===== src/rtl/irqb_pkg.sv =====
package irqb_pkg;
  localparam int unsigned IRQB_BANKS    = 4;
  localparam int unsigned IRQB_SRCS     = 4;
  localparam int unsigned IRQB_AW       = 8;
  localparam int unsigned IRQB_DW       = 8;
  localparam int unsigned IRQB_BASE     = 'h30;
  localparam int unsigned IRQB_STRIDE   = 16;
  localparam int unsigned IRQB_FLAG_OFF = 0;
  localparam int unsigned IRQB_EN_OFF   = 4;
  localparam int unsigned IRQB_CTL_BIT  = 7;
  localparam int unsigned IRQB_SYNC     = 2;

  typedef enum logic [1:0] {
    SEL_NONE = 2'd0,
    SEL_FLAG = 2'd1,
    SEL_EN   = 2'd2
  } reg_sel_e;
endpackage


===== src/rtl/irqb_rst_sync.sv =====
module irqb_rst_sync #(
  parameter int unsigned STAGES = 2
) (
  input  logic clk,
  input  logic rst_ni,
  output logic rst_no
);
  logic [STAGES-1:0] sync_q;
  logic [STAGES-1:0] sync_d;

  always_comb begin
    sync_d = {sync_q[STAGES-2:0], 1'b1};
  end

  always_ff @(posedge clk or negedge rst_ni) begin
    if (!rst_ni) sync_q <= '0;
    else         sync_q <= sync_d;
  end

  assign rst_no = sync_q[STAGES-1];
endmodule


===== src/rtl/irqb_edge.sv =====
module irqb_edge #(
  parameter int unsigned W = 16
) (
  input  logic         clk,
  input  logic         rst_n,
  input  logic [W-1:0] src_i,
  output logic [W-1:0] rise_o
);
  logic [W-1:0] prev_q;
  logic [W-1:0] prev_d;

  always_comb begin
    prev_d = src_i;
    rise_o = src_i & ~prev_q;
  end

  always_ff @(posedge clk or negedge rst_n) begin
    if (!rst_n) prev_q <= '0;
    else        prev_q <= prev_d;
  end
endmodule


===== src/rtl/irqb_bank.sv =====
module irqb_bank #(
  parameter int unsigned SRCS = 4
) (
  input  logic            clk,
  input  logic            rst_n,
  input  logic            flag_wr_i,
  input  logic            en_wr_i,
  input  logic            set_i,
  input  logic [SRCS-1:0] bits_i,
  input  logic [SRCS-1:0] rise_i,
  output logic [SRCS-1:0] flag_o,
  output logic [SRCS-1:0] en_o,
  output logic            req_o
);
  logic [SRCS-1:0] flag_q, flag_d;
  logic [SRCS-1:0] en_q, en_d;
  logic            flag_ce, en_ce;
  logic [SRCS-1:0] clr_mask;

  always_comb begin
    clr_mask = flag_wr_i ? bits_i : '0;
    // a new edge wins over a clearing write in the same cycle
    flag_d   = (flag_q & ~clr_mask) | rise_i;
    flag_ce  = flag_wr_i | (|rise_i);
    en_d     = set_i ? (en_q | bits_i) : (en_q & ~bits_i);
    en_ce    = en_wr_i;
  end

  always_ff @(posedge clk or negedge rst_n) begin
    if (!rst_n)       flag_q <= '0;
    else if (flag_ce) flag_q <= flag_d;
  end

  always_ff @(posedge clk or negedge rst_n) begin
    if (!rst_n)     en_q <= '0;
    else if (en_ce) en_q <= en_d;
  end

  assign flag_o = flag_q;
  assign en_o   = en_q;
  assign req_o  = |(flag_q & en_q);
endmodule


===== src/rtl/irq_bank_ctrl.sv =====
module irq_bank_ctrl
  import irqb_pkg::*;
#(
  parameter int unsigned BANKS    = IRQB_BANKS,
  parameter int unsigned SRCS     = IRQB_SRCS,
  parameter int unsigned AW       = IRQB_AW,
  parameter int unsigned DW       = IRQB_DW,
  parameter int unsigned BASE     = IRQB_BASE,
  parameter int unsigned STRIDE   = IRQB_STRIDE,
  parameter int unsigned FLAG_OFF = IRQB_FLAG_OFF,
  parameter int unsigned EN_OFF   = IRQB_EN_OFF,
  parameter int unsigned CTL_BIT  = IRQB_CTL_BIT
) (
  input  logic                  clk,
  input  logic                  rst_n,
  input  logic [BANKS*SRCS-1:0] src_i,
  input  logic                  we_i,
  input  logic [AW-1:0]         addr_i,
  input  logic [DW-1:0]         wdata_i,
  output logic [DW-1:0]         rdata_o,
  output logic [BANKS-1:0]      lvl_req_o
);
  localparam int unsigned NSRC  = BANKS * SRCS;
  localparam int unsigned OFF_W = $clog2(STRIDE);
  localparam int unsigned TAG_W = AW - OFF_W;

  logic                          rst_sn;
  logic [NSRC-1:0]               rise;
  logic [NSRC-1:0]               flag_all;
  logic [NSRC-1:0]               en_all;
  logic [BANKS-1:0][DW-1:0]      rd_bank;
  logic                          unused_wdata;

  assign unused_wdata = ^wdata_i;

  irqb_rst_sync #(.STAGES(IRQB_SYNC)) u_rst (
    .clk    (clk),
    .rst_ni (rst_n),
    .rst_no (rst_sn)
  );

  irqb_edge #(.W(NSRC)) u_edge (
    .clk    (clk),
    .rst_n  (rst_sn),
    .src_i  (src_i),
    .rise_o (rise)
  );

  for (genvar b = 0; b < BANKS; b++) begin : g_bank
    localparam int unsigned   BBASE = BASE + b * STRIDE;
    localparam logic [TAG_W-1:0] BTAG = TAG_W'(BBASE >> OFF_W);

    reg_sel_e        sel;
    logic [SRCS-1:0] fq, eq;
    logic            req;
    logic [DW-1:0]   rd_v;

    always_comb begin
      sel = SEL_NONE;
      if (addr_i[AW-1:OFF_W] == BTAG) begin
        if (addr_i[OFF_W-1:0] == OFF_W'(FLAG_OFF))    sel = SEL_FLAG;
        else if (addr_i[OFF_W-1:0] == OFF_W'(EN_OFF)) sel = SEL_EN;
      end
    end

    irqb_bank #(.SRCS(SRCS)) u_bank (
      .clk       (clk),
      .rst_n     (rst_sn),
      .flag_wr_i (we_i && (sel == SEL_FLAG)),
      .en_wr_i   (we_i && (sel == SEL_EN)),
      .set_i     (wdata_i[CTL_BIT]),
      .bits_i    (wdata_i[SRCS-1:0]),
      .rise_i    (rise[b*SRCS +: SRCS]),
      .flag_o    (fq),
      .en_o      (eq),
      .req_o     (req)
    );

    always_comb begin
      rd_v = '0;
      case (sel)
        SEL_FLAG: begin
          rd_v[CTL_BIT]  = req;
          rd_v[SRCS-1:0] = fq;
        end
        SEL_EN: begin
          rd_v[CTL_BIT]  = 1'b1;
          rd_v[SRCS-1:0] = eq;
        end
        default: rd_v = '0;
      endcase
    end

    assign rd_bank[b]                = rd_v;
    assign flag_all[b*SRCS +: SRCS]  = fq;
    assign en_all[b*SRCS +: SRCS]    = eq;
    assign lvl_req_o[b]              = req;
  end

  always_comb begin
    rdata_o = '0;
    for (int b = 0; b < BANKS; b++) rdata_o = rdata_o | rd_bank[b];
  end
endmodule


===== config.mk =====
export PLATFORM = sky130hd
export DESIGN_NAME = irq_bank_ctrl
export DESIGN_NICKNAME = d
export VERILOG_FILES = /design/src/rtl/irqb_pkg.sv /design/src/rtl/irqb_rst_sync.sv /design/src/rtl/irqb_edge.sv /design/src/rtl/irqb_bank.sv /design/src/rtl/irq_bank_ctrl.sv
export SDC_FILE = /design/constraint.sdc
export NUM_CORES = 1
export LEC_CHECK = 0
export BUFFER_PORTS_ARGS = -buffer_cell sky130_fd_sc_hd__buf_2
export CAP_MARGIN = 20
export CORE_MARGIN = 4
export CORE_UTILIZATION = 60
export DETAILED_ROUTE_END_ITERATION = 6
export PLACE_DENSITY = 0.85
export SKIP_CTS_REPAIR_TIMING = 1
export SLEW_MARGIN = 10
export SYNTH_ARGS = -nofsm -noshare
export SYNTH_HDL_FRONTEND = slang
export SYNTH_HIERARCHICAL = 1
export SYNTH_SLANG_ARGS = --single-unit

===== constraint.sdc =====
create_clock -name clk -period 5 [get_ports clk]
set_input_delay 1.5 -clock clk [delete_from_list [all_inputs] [get_ports clk]]
set_output_delay 1.5 -clock clk [all_outputs]
set_load 0.01 [all_outputs]

==> out/results.tsv, run 1 <==
metric	value	unit
Max Slew Vio Count	0	
Total Neg Setup Slack	0	ps
non-filler cells in the finished layout	322	
critical path depth in cells	9	
row count	23	
CP most frequent cell	buf_2	
most common cell after layout, fill and taps aside	dfrtp_1	
Max-Cap Viols	0	
Post-DRT Antenna Nets	0	
CTS tree	done	
post-layout util	0.7146	
final setup fails	0	
io pins	47	
GP Congestion	0.8745	
CTS buffer count	5	
Area growth, synth to finish	12.75	%
clock sinks	50	
Synth Warn #	6	
crit-path cells	buf_2 > nor3b_2 > and2_1 > nand2_1 > ha_1 > a22oi_1 > o22a_1 > o221ai_1 > buf_2	
clk_skew	5.678	ps
design area	2920	um^2
placed insts	313	
register area share after synthesis	0.4831	
worst path arrival time	3200	ps
status	completed	
Cell Area, Synth	2590	um^2
Syn Area/Cell	11.36	um^2
leakage	1.269	nW
critical path endpoint	rdata_o[2]	
post-placement cell area	2809	um^2
RSZ-0062 raised after global routing	false	
first-pass GRT wire length	9266	um
Worst setup startpoint	addr_i[4]	
Bufs and invs on worst path	2	
Hold Vio Cnt, Final	0	
FF-to-FF path depth	1	
pin count of the biggest net entering global routing	49	
Hold WS	128.2	ps
Worst Setup Start Kind	input port	
Starting DRT DRC Count	181	
crit path time final	4697	ps
Cell variety after synth	25	
Die H	73.70	um
fillcell total	287	
ANT cells	0	
Pwr Density	248.7	nW/um^2
Starting Density	0.6338	
Root Buffer	clkbuf_8	
crit-path leading delay family	compound AO/OA/AOI/OAI gates	
Clk Latency, worst-skew pair	300	ps
worst vdd ir	0.0002433	V
wire per inst	17.09	um
share of layout cells above drive strength 1	0.2574	
Critical Path Max Stage Delay	310	ps
Residual DRC	0	
drt first pass iters	4	
die width	73.70	um
part of the cycle the worst path needs	0.9394	
Avg Vias per Cell	5.882	
clock slew at reported path FFs	80	ps
initial antenna violation count	0	
vias in the first global route	1963	
FMAX	212.9	MHz
vias	1894	
worst-case clock buffer depth	2	
die footprint	5432	um^2
worst path required time	3500	ps
CP Max Fanout	6	
Post-DP HPWL	4033	um
Worst Hold Class	reg2async	
Total Wirelength	5503	um
Congestion Overflow GR	0	
total track usage	0.2296	
critical path's slowest cell	ha_1	
critical path class	in2out	
H-tree Lvls	2	
Mapped Cells	228	
Port Buffers	40	
Worst Setup End Kind	output pin	
FF/Latch Area	1252	um^2
#FFs+latches synth	50	
area occupied by multi-input gates	1290	um^2
most frequent cells in the layout	dfrtp_1 (49), nand2_1 (45), buf_2 (40)	
r2r setup slk	4160	ps
Core Region	4086	um^2
Final #Nets	314	
power by group:
part	switching (mW)	internal, mW
Combinational	0.0349	0.0304
Sequential	0.0105	0.415
Clock	0.123	0.112
Total	0.169	0.558
per-stage QoR:
step / worst slack [ps] / total power [mW]
6_report: 303.2 / 0.7263
5_1_grt: 170.9 / 0.7624
4_1_cts: 319.2 / 0.7337
3_5_place_dp: 324.8 / 0.4975
3_3_place_gp: 380.9 / 0.4954
2_1_floorplan: 850.6 / 0.4698
Yosys cell counts (all sizes together):
cell | instances | area, um^2
dfrtp | 50 | 1251
nand2 | 46 | 175.2
a22oi | 24 | 180.2
a21o | 16 | 120.1
mux2 | 16 | 180.2
nor2b | 16 | 220.2
and2 | 10 | 62.56
ha | 8 | 100.1
nor2 | 8 | 30.03
buf | 7 | 52.55
o221ai | 5 | 43.79
o22a | 5 | 43.79
a21oi | 4 | 20.02
conb | 2 | 7.510
nand2b | 2 | 12.51
and2b | 1 | 7.510
and3 | 1 | 6.260
and4bb | 1 | 12.51
inv | 1 | 3.750
nand3 | 1 | 5.000
nand4bb | 1 | 11.26
nor3 | 1 | 10.01
nor3b | 1 | 12.51
nor4 | 1 | 21.27
final cells by class:
class / count / area share
multi-input cells: 172 / 0.4417
flip-flops and latches: 50 / 0.4289
repair buffers: 41 / 0.07541
clock buffers: 7 / 0.02956
well taps: 50 / 0.02142
clock inverters: 1 / 0.001714
inverters: 1 / 0.001285
per-layer routing:
metal,track usage,wire [um]
met4,0.1046,104
met2,0.3642,2783
met1,0.3027,2249
met3,0.04651,366
met5,0,0
kinds of logic (layout without fill, tap and decap cells):
kind of cell             after synthesis  in the layout  synth area share
other                                  2              4          0.002900
AO/OA/AOI/OAI                         54             54            0.1575
flip-flops                            50             50            0.4831
buffers and inverters                  8             50           0.02174
multiplexers                          16             16           0.06956
adder cells (fa/ha/maj)                8              8           0.03865
AND/OR/NAND/NOR                       90             90            0.2266
worst min path at each step:
| stage | startpoint | end | slack (ps) | cells after the start |
|---|---|---|---|---|
| 6_report | u_rst/sync_q[1]$_DFF_PN0_ | u_edge/prev_q[13]$_DFF_PN0_ | 130 | 0 |
| 5_1_grt | u_rst/sync_q[1]$_DFF_PN0_ | u_edge/prev_q[2]$_DFF_PN0_ | 150 | 0 |
| 2_1_floorplan | u_rst/sync_q[0]$_DFF_PN0_ | u_rst/sync_q[1]$_DFF_PN0_ | 330 | 0 |
| 3_5_place_dp | u_rst/sync_q[0]$_DFF_PN0_ | u_rst/sync_q[1]$_DFF_PN0_ | 340 | 0 |
| 4_1_cts | u_rst/sync_q[0]$_DFF_PN0_ | u_rst/sync_q[1]$_DFF_PN0_ | 360 | 0 |
| 3_3_place_gp | u_rst/sync_q[0]$_DFF_PN0_ | u_rst/sync_q[1]$_DFF_PN0_ | 340 | 0 |
No activity file was read; power rests on OpenSTA's default activity.
==> run 2: changes to the inputs <==
--- a/config.mk
+++ b/config.mk
@@ -8,10 +8,12 @@
 export BUFFER_PORTS_ARGS = -buffer_cell sky130_fd_sc_hd__buf_2
 export CAP_MARGIN = 20
 export CORE_MARGIN = 4
-export CORE_UTILIZATION = 60
+export CORE_UTILIZATION = 62
+export CTS_BUF_LIST = sky130_fd_sc_hd__clkbuf_8
 export DETAILED_ROUTE_END_ITERATION = 6
-export PLACE_DENSITY = 0.85
+export PLACE_DENSITY = 0.87
 export SKIP_CTS_REPAIR_TIMING = 1
+export SKIP_LAST_GASP = 1
 export SLEW_MARGIN = 10
 export SYNTH_ARGS = -nofsm -noshare
 export SYNTH_HDL_FRONTEND = slang
==> run 2 against run 1 <==
Net effect:
- total power up 5.2%
- clock power grew 16%
- clock-buffer cell count is 2 lower
- clock skew decreased by 1.5 ps
- critical path depth is the same
- largest power group unchanged
- cell count is the same
- global-route usage shrank 0.46 points
- first-iteration DRC count is 28% lower
- routed wire length down 1.8%
==> out/results.tsv, run 2 (same netlist as run 1, synthesis figures left out) <==
metric	value	unit
status	completed	
Met2 Routed Length	2697	um
CTS buffer count	5	
row count	23	
clock sinks	50	
Worst setup startpoint	addr_i[4]	
critical path class	in2out	
Max-Cap Viols	0	
worst path required time	3500	ps
drt first pass iters	4	
Starting DRT DRC Count	130	
initial antenna violation count	0	
Total Wirelength	5402	um
vias in the first global route	1901	
clock slew at reported path FFs	90	ps
final setup fails	0	
H-tree Lvls	2	
Residual DRC	0	
part of the cycle the worst path needs	0.9368	
Starting Density	0.6429	
Worst Setup Start Kind	input port	
Post-DP HPWL	3924	um
die width	72.63	um
clk_skew	4.224	ps
Total Neg Setup Slack	0	ps
Worst Setup End Kind	output pin	
met1 wire length	2267	um
Max Slew Vio Count	0	
wire per inst	16.78	um
leakage	1.278	nW
worst-case clock buffer depth	2	
FMAX	213.5	MHz
Port Buffers	40	
io pins	47	
top layer reached by signal wires	met4	
vias	1905	
first-pass GRT wire length	9032	um
Die H	72.63	um
most frequent cells in the layout	dfrtp_1 (49), nand2_1 (45), buf_2 (40)	
Hold Vio Cnt, Final	0	
CP Max Fanout	6	
Clk Latency, worst-skew pair	300	ps
Final #Nets	314	
share of layout cells above drive strength 1	0.2610	
die footprint	5275	um^2
Area growth, synth to finish	13.43	%
Worst Hold Class	reg2async	
Pwr Density	260.2	nW/um^2
GP Congestion	0.8759	
Avg Vias per Cell	5.916	
CTS tree	done	
most common cell after layout, fill and taps aside	dfrtp_1	
total track usage	0.2250	
Core Region	4029	um^2
fillcell total	297	
post-layout util	0.7292	
crit path time final	4684	ps
Post-DRT Antenna Nets	0	
worst path arrival time	3180	ps
worst vdd ir	0.0002254	V
pin count of the biggest net entering global routing	49	
RSZ-0062 raised after global routing	false	
Congestion Overflow GR	0	
Root Buffer	clkbuf_8	
ANT cells	0	
met3 WL	373	um
run 2: cell types whose count changed in the layout (fill, tap and decap cells not counted), sizes merged:
cell / previous run / this run
clkinv: 1 / 2
clkbuf: 7 / 5
bufinv: 0 / 1
run 2: cell type report:
class	instances	area [um^2]	share of cell area
inverter	1	3.754	0.001278
sequential	50	1252	0.4263
clock inverter	3	40.04	0.01363
multi-input combinational	172	1290	0.4391
clock buffer	5	68.82	0.02342
tap	50	62.56	0.02129
timing repair buffer	41	220.2	0.07496
run 2: per-layer routing:
layer,vias up,GRT usage
li1,887,-
met1,935,0.3051
met2,76,0.3697
met3,7,0.04270
met4,0,0.06762
met5,-,0
run 2: where the power goes:
part | total [mW] | internal, mW | leakage, nW | switching (mW)
Sequential | 0.426 | 0.415 | 0.571 | 0.0104
Combinational | 0.0655 | 0.0304 | 0.649 | 0.0351
Clock | 0.273 | 0.147 | 0.0579 | 0.126
Total | 0.764 | 0.593 | 1.28 | 0.171
run 2: critical path: stages:
cell	delay, ps
buf_2	130
nor3b_2	270
and2_1	200
nand2_1	60
ha_1	300
a22oi_1	270
o22a_1	170
o221ai_1	120
buf_2	170
run 2: through the flow:
step | power (mW) | hold slack [ps] | cells | instance area (um^2) | worst slack (ps)
2_1_floorplan | 0.4698 | 331.2 | 230 | 2597 | 850.6
3_3_place_gp | 0.4952 | 336.2 | 313 | 2809 | 395.8
3_5_place_dp | 0.4973 | 336.2 | 313 | 2809 | 372.0
4_1_cts | 0.7694 | 366.6 | 321 | 2918 | 363.5
5_1_grt | 0.7963 | 136.0 | 322 | 2938 | 249.3
6_report | 0.7644 | 119.0 | 322 | 2938 | 316.1
run 2: worst paths after layout:
kind                       cells past startpoint  slack [ps]                           to
min in group clk                               0         360    u_rst/sync_q[1]$_DFF_PN0_
max in group asynchronous                      1        3930    u_rst/sync_q[1]$_DFF_PN0_
setup reg to reg                               1        4160                         flop
hold / removal                                 0         120  u_edge/prev_q[15]$_DFF_PN0_
hold reg to reg                                0         120  u_edge/prev_q[15]$_DFF_PN0_
setup / recovery                               9         320                   rdata_o[3]
==> run 3: changes to the inputs <==
--- a/config.mk
+++ b/config.mk
@@ -9,7 +9,7 @@
 export CAP_MARGIN = 20
 export CORE_MARGIN = 4
 export CORE_UTILIZATION = 62
-export CTS_BUF_LIST = sky130_fd_sc_hd__clkbuf_8
+export CTS_BUF_LIST = sky130_fd_sc_hd__clkbuf_4
 export DETAILED_ROUTE_END_ITERATION = 6
 export PLACE_DENSITY = 0.87
 export SKIP_CTS_REPAIR_TIMING = 1
==> run 3 against run 2 <==
Net effect:
- critical path depth stayed put
- largest cell class unchanged
- hold slack better by 4.1 ps
- total power shrank 6.0%
- register-to-register slack is essentially flat
- clock-buffer cell count unchanged
- routed wire length is 1.5% lower
- sequential cell count did not move
==> out/results.tsv, run 3 (same netlist as run 1, synthesis figures left out) <==
metric	value	unit
clk_skew	6.007	ps
top layer reached by signal wires	met4	
Max-Cap Viols	0	
worst setup margin	302.8	ps
Core Region	4029	um^2
worst path required time	3500	ps
r2r setup slk	4150	ps
most common cell after layout, fill and taps aside	dfrtp_1	
clock sinks	50	
ANT cells	0	
total track usage	0.2234	
worst vdd ir	0.0002188	V
Die H	72.63	um
crit-path cells	buf_2 > nor3b_2 > and2_1 > nand2_1 > ha_1 > a22oi_1 > o22a_1 > o221ai_1 > buf_2	
Avg Vias per Cell	5.885	
Met2 Routed Length	2578	um
Congestion Overflow GR	0	
status	completed	
initial antenna violation count	0	
critical path class	in2out	
Post-DRT Antenna Nets	0	
clock slew at reported path FFs	140	ps
met3 WL	401	um
Residual DRC	0	
CP Max Fanout	6	
crit path time final	4697	ps
Critical Path Max Stage Delay	300	ps
Root Buffer	clkbuf_4	
share of layout cells above drive strength 1	0.2610	
Port Buffers	40	
GP Congestion	0.8759	
FF-to-FF path depth	1	
fillcell total	309	
drt first pass iters	4	
CTS buffer count	5	
die footprint	5275	um^2
Worst Setup Start Kind	input port	
met1 wire length	2218	um
Starting Density	0.6429	
die width	72.63	um
Worst Hold Class	reg2async	
Clk Latency, worst-skew pair	360	ps
leakage	1.265	nW
Pwr Density	247.2	nW/um^2
first-pass GRT wire length	8942	um
RSZ-0062 raised after global routing	false	
vias	1895	
CP most frequent cell	buf_2	
Max Slew Vio Count	0	
wire per inst	16.53	um
io pins	47	
Worst setup startpoint	addr_i[4]	
Final #Nets	314	
final setup fails	0	
critical path's slowest cell	ha_1	
Worst Setup End Kind	output pin	
worst-case clock buffer depth	2	
Area growth, synth to finish	12.22	%
worst path arrival time	3200	ps
pin count of the biggest net entering global routing	49	
most frequent cells in the layout	dfrtp_1 (49), nand2_1 (45), buf_2 (40)	
CTS tree	done	
Post-DP HPWL	3924	um
Total Neg Setup Slack	0	ps
Hold Vio Cnt, Final	0	
row count	23	
Starting DRT DRC Count	112	
part of the cycle the worst path needs	0.9394	
pre-CTS setup slack	372.0	ps
H-tree Lvls	2	
Total Wirelength	5323	um
FMAX	212.9	MHz
vias in the first global route	1894	
## run 3: worst max path at each step
stage | slack, ps | depth (start not counted) | to
floorplan | 850 | 7 | rdata_o[0]
global placement | 400 | 9 | rdata_o[3]
detailed placement | 370 | 9 | rdata_o[1]
CTS | 330 | 9 | rdata_o[2]
global route | 200 | 9 | rdata_o[2]
finish | 300 | 9 | rdata_o[2]
## run 3: critical path, delay by kind of cell
kind	cells	cell delay, ps
buffers and inverters	2	300
adder cells (fa/ha/maj)	1	300
AO/OA/AOI/OAI	3	560
AND/OR/NAND/NOR	3	530
## run 3: routing by layer
layer  track usage  up-vias
li1              -      890
met1        0.3002      918
met2        0.3607       77
met3       0.04821       10
met4       0.07787        0
met5             0        -
## run 3: through the flow
stage | power [mW] | util | cells | area [um^2] | hold WS [ps]
final | 0.7185 | 0.7214 | 322 | 2907 | 123.1
after global routing | 0.7474 | 0.7214 | 322 | 2907 | 139.6
after CTS | 0.7223 | 0.7165 | 321 | 2887 | 378.0
after detailed placement | 0.4973 | 0.6972 | 313 | 2809 | 336.2
after global placement | 0.4952 | 0.6972 | 313 | 2809 | 336.2
after floorplan | 0.4698 | - | 230 | 2597 | 331.2
## run 3: power breakdown
part	leakage (nW)	switching, mW	internal (mW)
logic	0.649	0.0350	0.0304
registers	0.571	0.0103	0.416
clock network	0.0450	0.123	0.104
total	1.27	0.169	0.550
## run 3: final cells by class
| class | instances | area [um^2] | area share |
|---|---|---|---|
| Multi-Input combinational cell | 172 | 1290 | 0.4438 |
| Sequential cell | 50 | 1252 | 0.4309 |
| Timing Repair Buffer | 41 | 220.2 | 0.07576 |
| Tap cell | 50 | 62.56 | 0.02152 |
| Clock inverter | 3 | 40.04 | 0.01378 |
| Clock buffer | 5 | 37.54 | 0.01291 |
| Inverter | 1 | 3.754 | 0.001291 |
